$ cat config.mk
export PLATFORM = sky130hd
export DESIGN_NAME = burst_col_gen
export DESIGN_NICKNAME = d
export VERILOG_FILES = /design/src/rtl/burst_col_pkg.sv /design/src/rtl/burst_len_decode.sv /design/src/rtl/burst_beat_gen.sv /design/src/rtl/burst_col_gen.sv
export SDC_FILE = /design/constraint.sdc
export NUM_CORES = 1
export LEC_CHECK = 0
export ABC_CLOCK_PERIOD_IN_PS = 2700
export BUFFER_PORTS_ARGS = -buffer_cell sky130_fd_sc_hd__buf_2
export CORE_ASPECT_RATIO = 1.2
export CORE_MARGIN = 5
export CORE_UTILIZATION = 32
export DETAILED_ROUTE_END_ITERATION = 16
export PLACE_DENSITY = 0.56
export SYNTH_ARGS = -nofsm -noshare
export SYNTH_HDL_FRONTEND = slang
export SYNTH_HIERARCHICAL = 1
export SYNTH_SLANG_ARGS = --single-unit
$ cat constraint.sdc
create_clock -name clk -period 2.7 [get_ports clk]
set_input_delay 0.405 -clock clk [delete_from_list [all_inputs] [get_ports clk]]
set_output_delay 0.405 -clock clk [all_outputs]
set_load 0.01 [all_outputs]
$ cat src/rtl/burst_col_pkg.sv
package burst_col_pkg;
    localparam int LEN_CODE_W = 3;

    typedef enum logic [1:0] {
        ST_IDLE  = 2'd0,
        ST_FIXED = 2'd1,
        ST_PAGE  = 2'd2
    } bstate_t;

    localparam logic [LEN_CODE_W-1:0] LC_ONE   = 3'b000;
    localparam logic [LEN_CODE_W-1:0] LC_TWO   = 3'b001;
    localparam logic [LEN_CODE_W-1:0] LC_FOUR  = 3'b010;
    localparam logic [LEN_CODE_W-1:0] LC_EIGHT = 3'b011;
    localparam logic [LEN_CODE_W-1:0] LC_PAGE  = 3'b111;
endpackage

$ cat src/rtl/burst_len_decode.sv
module burst_len_decode
    import burst_col_pkg::*;
#(
    parameter int COL_W = 8
) (
    input  logic [LEN_CODE_W-1:0] len_code,
    input  logic                  wr_single,
    input  logic                  is_write,
    output logic [COL_W-1:0]      blk_mask,
    output logic                  full_page
);
    logic force_one;

    always_comb begin
        force_one = wr_single && is_write;
        full_page = 1'b0;
        blk_mask  = '0;
        if (!force_one) begin
            unique case (len_code)
                LC_TWO:   blk_mask = COL_W'(1);
                LC_FOUR:  blk_mask = COL_W'(3);
                LC_EIGHT: blk_mask = COL_W'(7);
                LC_PAGE: begin
                    blk_mask  = '1;
                    full_page = 1'b1;
                end
                default:  blk_mask = '0;
            endcase
        end
    end
endmodule

$ cat src/rtl/burst_beat_gen.sv
module burst_beat_gen #(
    parameter int COL_W = 8
) (
    input  logic [COL_W-1:0] base,
    input  logic [COL_W-1:0] offset,
    input  logic [COL_W-1:0] beat,
    input  logic [COL_W-1:0] mask,
    input  logic             ileave,
    output logic [COL_W-1:0] col
);
    logic [COL_W-1:0] seq_off;
    logic [COL_W-1:0] ilv_off;

    always_comb begin
        seq_off = (offset + beat) & mask;
        ilv_off = (offset ^ beat) & mask;
        col     = base | (ileave ? ilv_off : seq_off);
    end
endmodule

$ cat src/rtl/burst_col_gen.sv
module burst_col_gen
    import burst_col_pkg::*;
#(
    parameter int COL_W = 8
) (
    input  logic                  clk,
    input  logic                  rst_n,
    input  logic [LEN_CODE_W-1:0] mode_len,
    input  logic                  mode_ileave,
    input  logic                  mode_wr_single,
    input  logic                  start,
    input  logic                  start_wr,
    input  logic [COL_W-1:0]      start_col,
    input  logic                  term,
    input  logic                  advance,
    output logic [COL_W-1:0]      col,
    output logic                  col_valid,
    output logic                  col_last
);
    bstate_t          state_q, state_d;
    logic [COL_W-1:0] base_q, off_q, beat_q, mask_q;
    logic             ilv_q;
    logic [COL_W-1:0] mask_d;
    logic             page_d;
    logic             at_final;

    burst_len_decode #(.COL_W(COL_W)) u_dec (
        .len_code (mode_len),
        .wr_single(mode_wr_single),
        .is_write (start_wr),
        .blk_mask (mask_d),
        .full_page(page_d)
    );

    burst_beat_gen #(.COL_W(COL_W)) u_beat (
        .base  (base_q),
        .offset(off_q),
        .beat  (beat_q),
        .mask  (mask_q),
        .ileave(ilv_q),
        .col   (col)
    );

    assign at_final = (state_q == ST_FIXED) && (beat_q == mask_q);

    always_comb begin
        state_d = state_q;
        if (start) begin
            state_d = page_d ? ST_PAGE : ST_FIXED;
        end else begin
            unique case (state_q)
                ST_IDLE:  state_d = ST_IDLE;
                ST_FIXED: begin
                    if (term)                      state_d = ST_IDLE;
                    else if (advance && at_final)  state_d = ST_IDLE;
                end
                ST_PAGE: begin
                    if (term) state_d = ST_IDLE;
                end
                default:  state_d = ST_IDLE;
            endcase
        end
    end

    always_ff @(posedge clk) begin
        if (!rst_n) begin
            state_q <= ST_IDLE;
            base_q  <= '0;
            off_q   <= '0;
            beat_q  <= '0;
            mask_q  <= '0;
            ilv_q   <= 1'b0;
        end else begin
            state_q <= state_d;
            if (start) begin
                base_q <= start_col & ~mask_d;
                off_q  <= start_col & mask_d;
                beat_q <= '0;
                mask_q <= mask_d;
                ilv_q  <= mode_ileave && !page_d;
            end else if (advance && state_q != ST_IDLE) begin
                beat_q <= (beat_q + COL_W'(1)) & mask_q;
            end
        end
    end

    always_comb begin
        col_valid = 1'b0;
        col_last  = 1'b0;
        unique case (state_q)
            ST_IDLE:  ;
            ST_FIXED: begin
                col_valid = 1'b1;
                col_last  = at_final;
            end
            ST_PAGE:  col_valid = 1'b1;
            default:  ;
        endcase
    end
endmodule

==> run summary <==
biggest cell delay along the critical path: 0.41 ns
Total GRT Usage: 11.5%
Reg-to-Reg Start: state_q[0]$_SDFFE_PN0P_
Hold Vio Cnt, Final: 0
Vias/cell: 4.93
Worst Hold Path EP: base_q[5]$_SDFFE_PN0P_
min cycle time layout: 2.62 ns
GPL Wtd Cong: 0.805
hold_sp: start_col[5]
Final WS setup: 0.0789 ns
slew margin rel.: 59.1%
Worst setup EP type: output pin
most frequent cells in the layout: 34 x dfxtp_1, 28 x buf_2, 21 x nand2b_1
hold path depth: 3
Final nets: 316
GRT met2 Usage: 20.6%
Largest delay share family, worst path: adder cells
CTS hold repair buffers: 0
Async SR Flop Fraction: 0%
Max-Cap Viols: 0
first-pass GRT wire length: 8.22 mm
total congestion overflow: 0
fin. max-slew vios: 0
Critical Path Start Type: flop
synthesized instance count: 259
gr busiest metal: met2
H-tree depth: 2
total number of vias: 1,825
Worst-Margin Slew: 0.608 ns
Worst path slowest cell: fa_2
Lkg Pwr: 1.00 nW
Routed wire per std cell: 13.2 microns
fmax: 382 MHz
CP max FO: 3
total power: 1.01 mW
I/O Pins: 29
clock sinks: 35
Layout fillers: 722
Worst Path Buf+Inv: 1
worst r2r dst: beat_q[7]$_SDFFE_PP0P_
Post-DP Area: 2410 sq um
vias in the first global route: 1,839
clk slew on worst S/H paths: 0.07 ns
Syn Nets: 291
#FFs+latches synth: 35
Avg Inst Size Synth: 8.64 sq um
HPWL Detailed: 3.63 mm
CP Depth: 7
critical-path cell list: ha_4 -> fa_2 -> a211oi_4 -> nor4_2 -> or3_1 -> a31o_1 -> buf_2
layout cells sized above 1: 18.7%
reg2reg setup slack: 0.97 ns
die width: 86.3 microns
Arr. time, crit path: 2.22 ns
clk_lat worst skew: 0.28 ns
GR Layer Usage met3: 1.63%
TritonCTS clock tree: done
Post-synth EDFFs: 0
cts bufs inserted: 5
share of the clock period used by the worst path: 97.1%
ANT nets after route: 0
pwr dens: 397 nW/um^2
Initial Util: 32.8%
drt first pass iters: 4
status: finished clean
CP Data Required Time: 2.30 ns
HP Class: input port to flop
mapped cell area: 2240 sq um
pre-CTS setup slack: 0.160 ns
largest net degree at the start of global routing: 45
die height: 102 microns
final wirelength: 4.89 mm
Cell variety after synth: 50
drt drc: 0
1st-iter DRT viols: 55
post-route cell area: 2550 sq um
CTS root buf: clkbuf_8
Setup violations, final: 0
fin util: 37.4%
sequential area share after synthesis: 31.3%
GR Layer Usage met1: 13.9%
Max clock buf depth: 2
IO Port Bufs: 28
die area: 8770 sq um
standard-cell rows: 33
Synth Flop Type: dfxtp_1
initial antenna violation count: 0
Layout Skew: 0.00615 ns
Synth warnings: 6
Worst Reg2Reg Path Length in Cells: 6
Core ar.: 6810 sq um
Hold Worst Slack: 0.401 ns
Area Overhead vs Synth: 13.9%
# diodes: 0
maximum vdd drop: 0.000303 V
WS Path Type: flop to output pin
most common cell after layout, fill and taps aside: dfxtp_1
## flip-flops by register name (all words and copies together), names as in the netlist
name and flops:
base_q 8, beat_q 8, mask_q 8, off_q 8
state_q 2, ilv_q 1
## cells in the mapped netlist (7+ instances only)
master / count / share of area (%)
mux2i_1: 8 / 3.6
nand3b_1: 12 / 4.0
clkbuf_1: 7 / 1.2
nand2b_1: 21 / 5.9
nand3_1: 12 / 2.7
nand2_1: 18 / 3.0
nor2b_1: 13 / 3.6
a21boi_0: 16 / 5.4
ha_1: 12 / 6.7
dfxtp_1: 35 / 31
inv_1: 7 / 1.2
a21oi_1: 11 / 2.5
## report_power, final
group	switching (mW)	leakage, nW	total [mW]	internal, mW
logic	0.0645	0.682	0.123	0.0582
clock network	0.173	0.0371	0.345	0.172
registers	0.0140	0.285	0.544	0.530
total	0.252	1.00	1.01	0.760
## cell type report
type                       count  area (sq um)  share of cell area (%)
clock buffer                   6          72.6                    2.85
timing repair buffer          36           200                    7.85
inverter                       7          26.3                    1.03
tap                           87           109                    4.27
multi-input combinational    199          1440                    56.4
sequential                    35           704                    27.6
## worst max-delay path by stage
| stage | startpoint | endpoint | slack, ns |
|---|---|---|---|
| after detailed placement | beat_q[0]$_SDFFE_PP0P_ | col[6] | 0.16 |
| final | beat_q[0]$_SDFFE_PP0P_ | col[6] | 0.08 |
| after floorplan | beat_q[0]$_SDFFE_PP0P_ | col[6] | 0.43 |
| after global routing | beat_q[0]$_SDFFE_PP0P_ | col[6] | -0.01 |
| after global placement | beat_q[0]$_SDFFE_PP0P_ | col[6] | 0.19 |
| after CTS | beat_q[0]$_SDFFE_PP0P_ | col[6] | 0.02 |
## metal layers
metal	vias to the layer above	part of all wire [%]
met1	838	46
met5	-	0
met4	0	1.9
met3	7	1.7
met2	20	50
li1	960	-
## per-stage QoR
stage	TNS, ns	cells
floorplan	0	259
global placement	0	360
detailed placement	0	360
CTS	0	366
global route	-0.0115	370
finish	0	370
## worst min-delay path, stage by stage
cell and delay, ns:
buf_2 0.10, nand3b_1 0.07, a21boi_1 0.06
## repair_timing
action	in CTS	in global routing
buffers inserted	0	4
gates resized for setup	3	4
endpoints found under the hold margin	0	0
pin swaps	1	5
endpoints found under the setup margin	1	1
## cells by family (layout without fill, tap and decap cells)
| group | after synthesis | in the layout | share of synthesized area [%] |
|---|---|---|---|
| simple gates | 107 | 107 | 28.0 |
| compound gates | 59 | 59 | 18.9 |
| flops | 35 | 35 | 31.3 |
| buf+inv | 25 | 49 | 5.76 |
| fa+ha+maj | 13 | 13 | 7.61 |
| xor+xnor | 11 | 11 | 4.31 |
| mux | 9 | 9 | 4.08 |
Power figures use the tool's default switching activity.
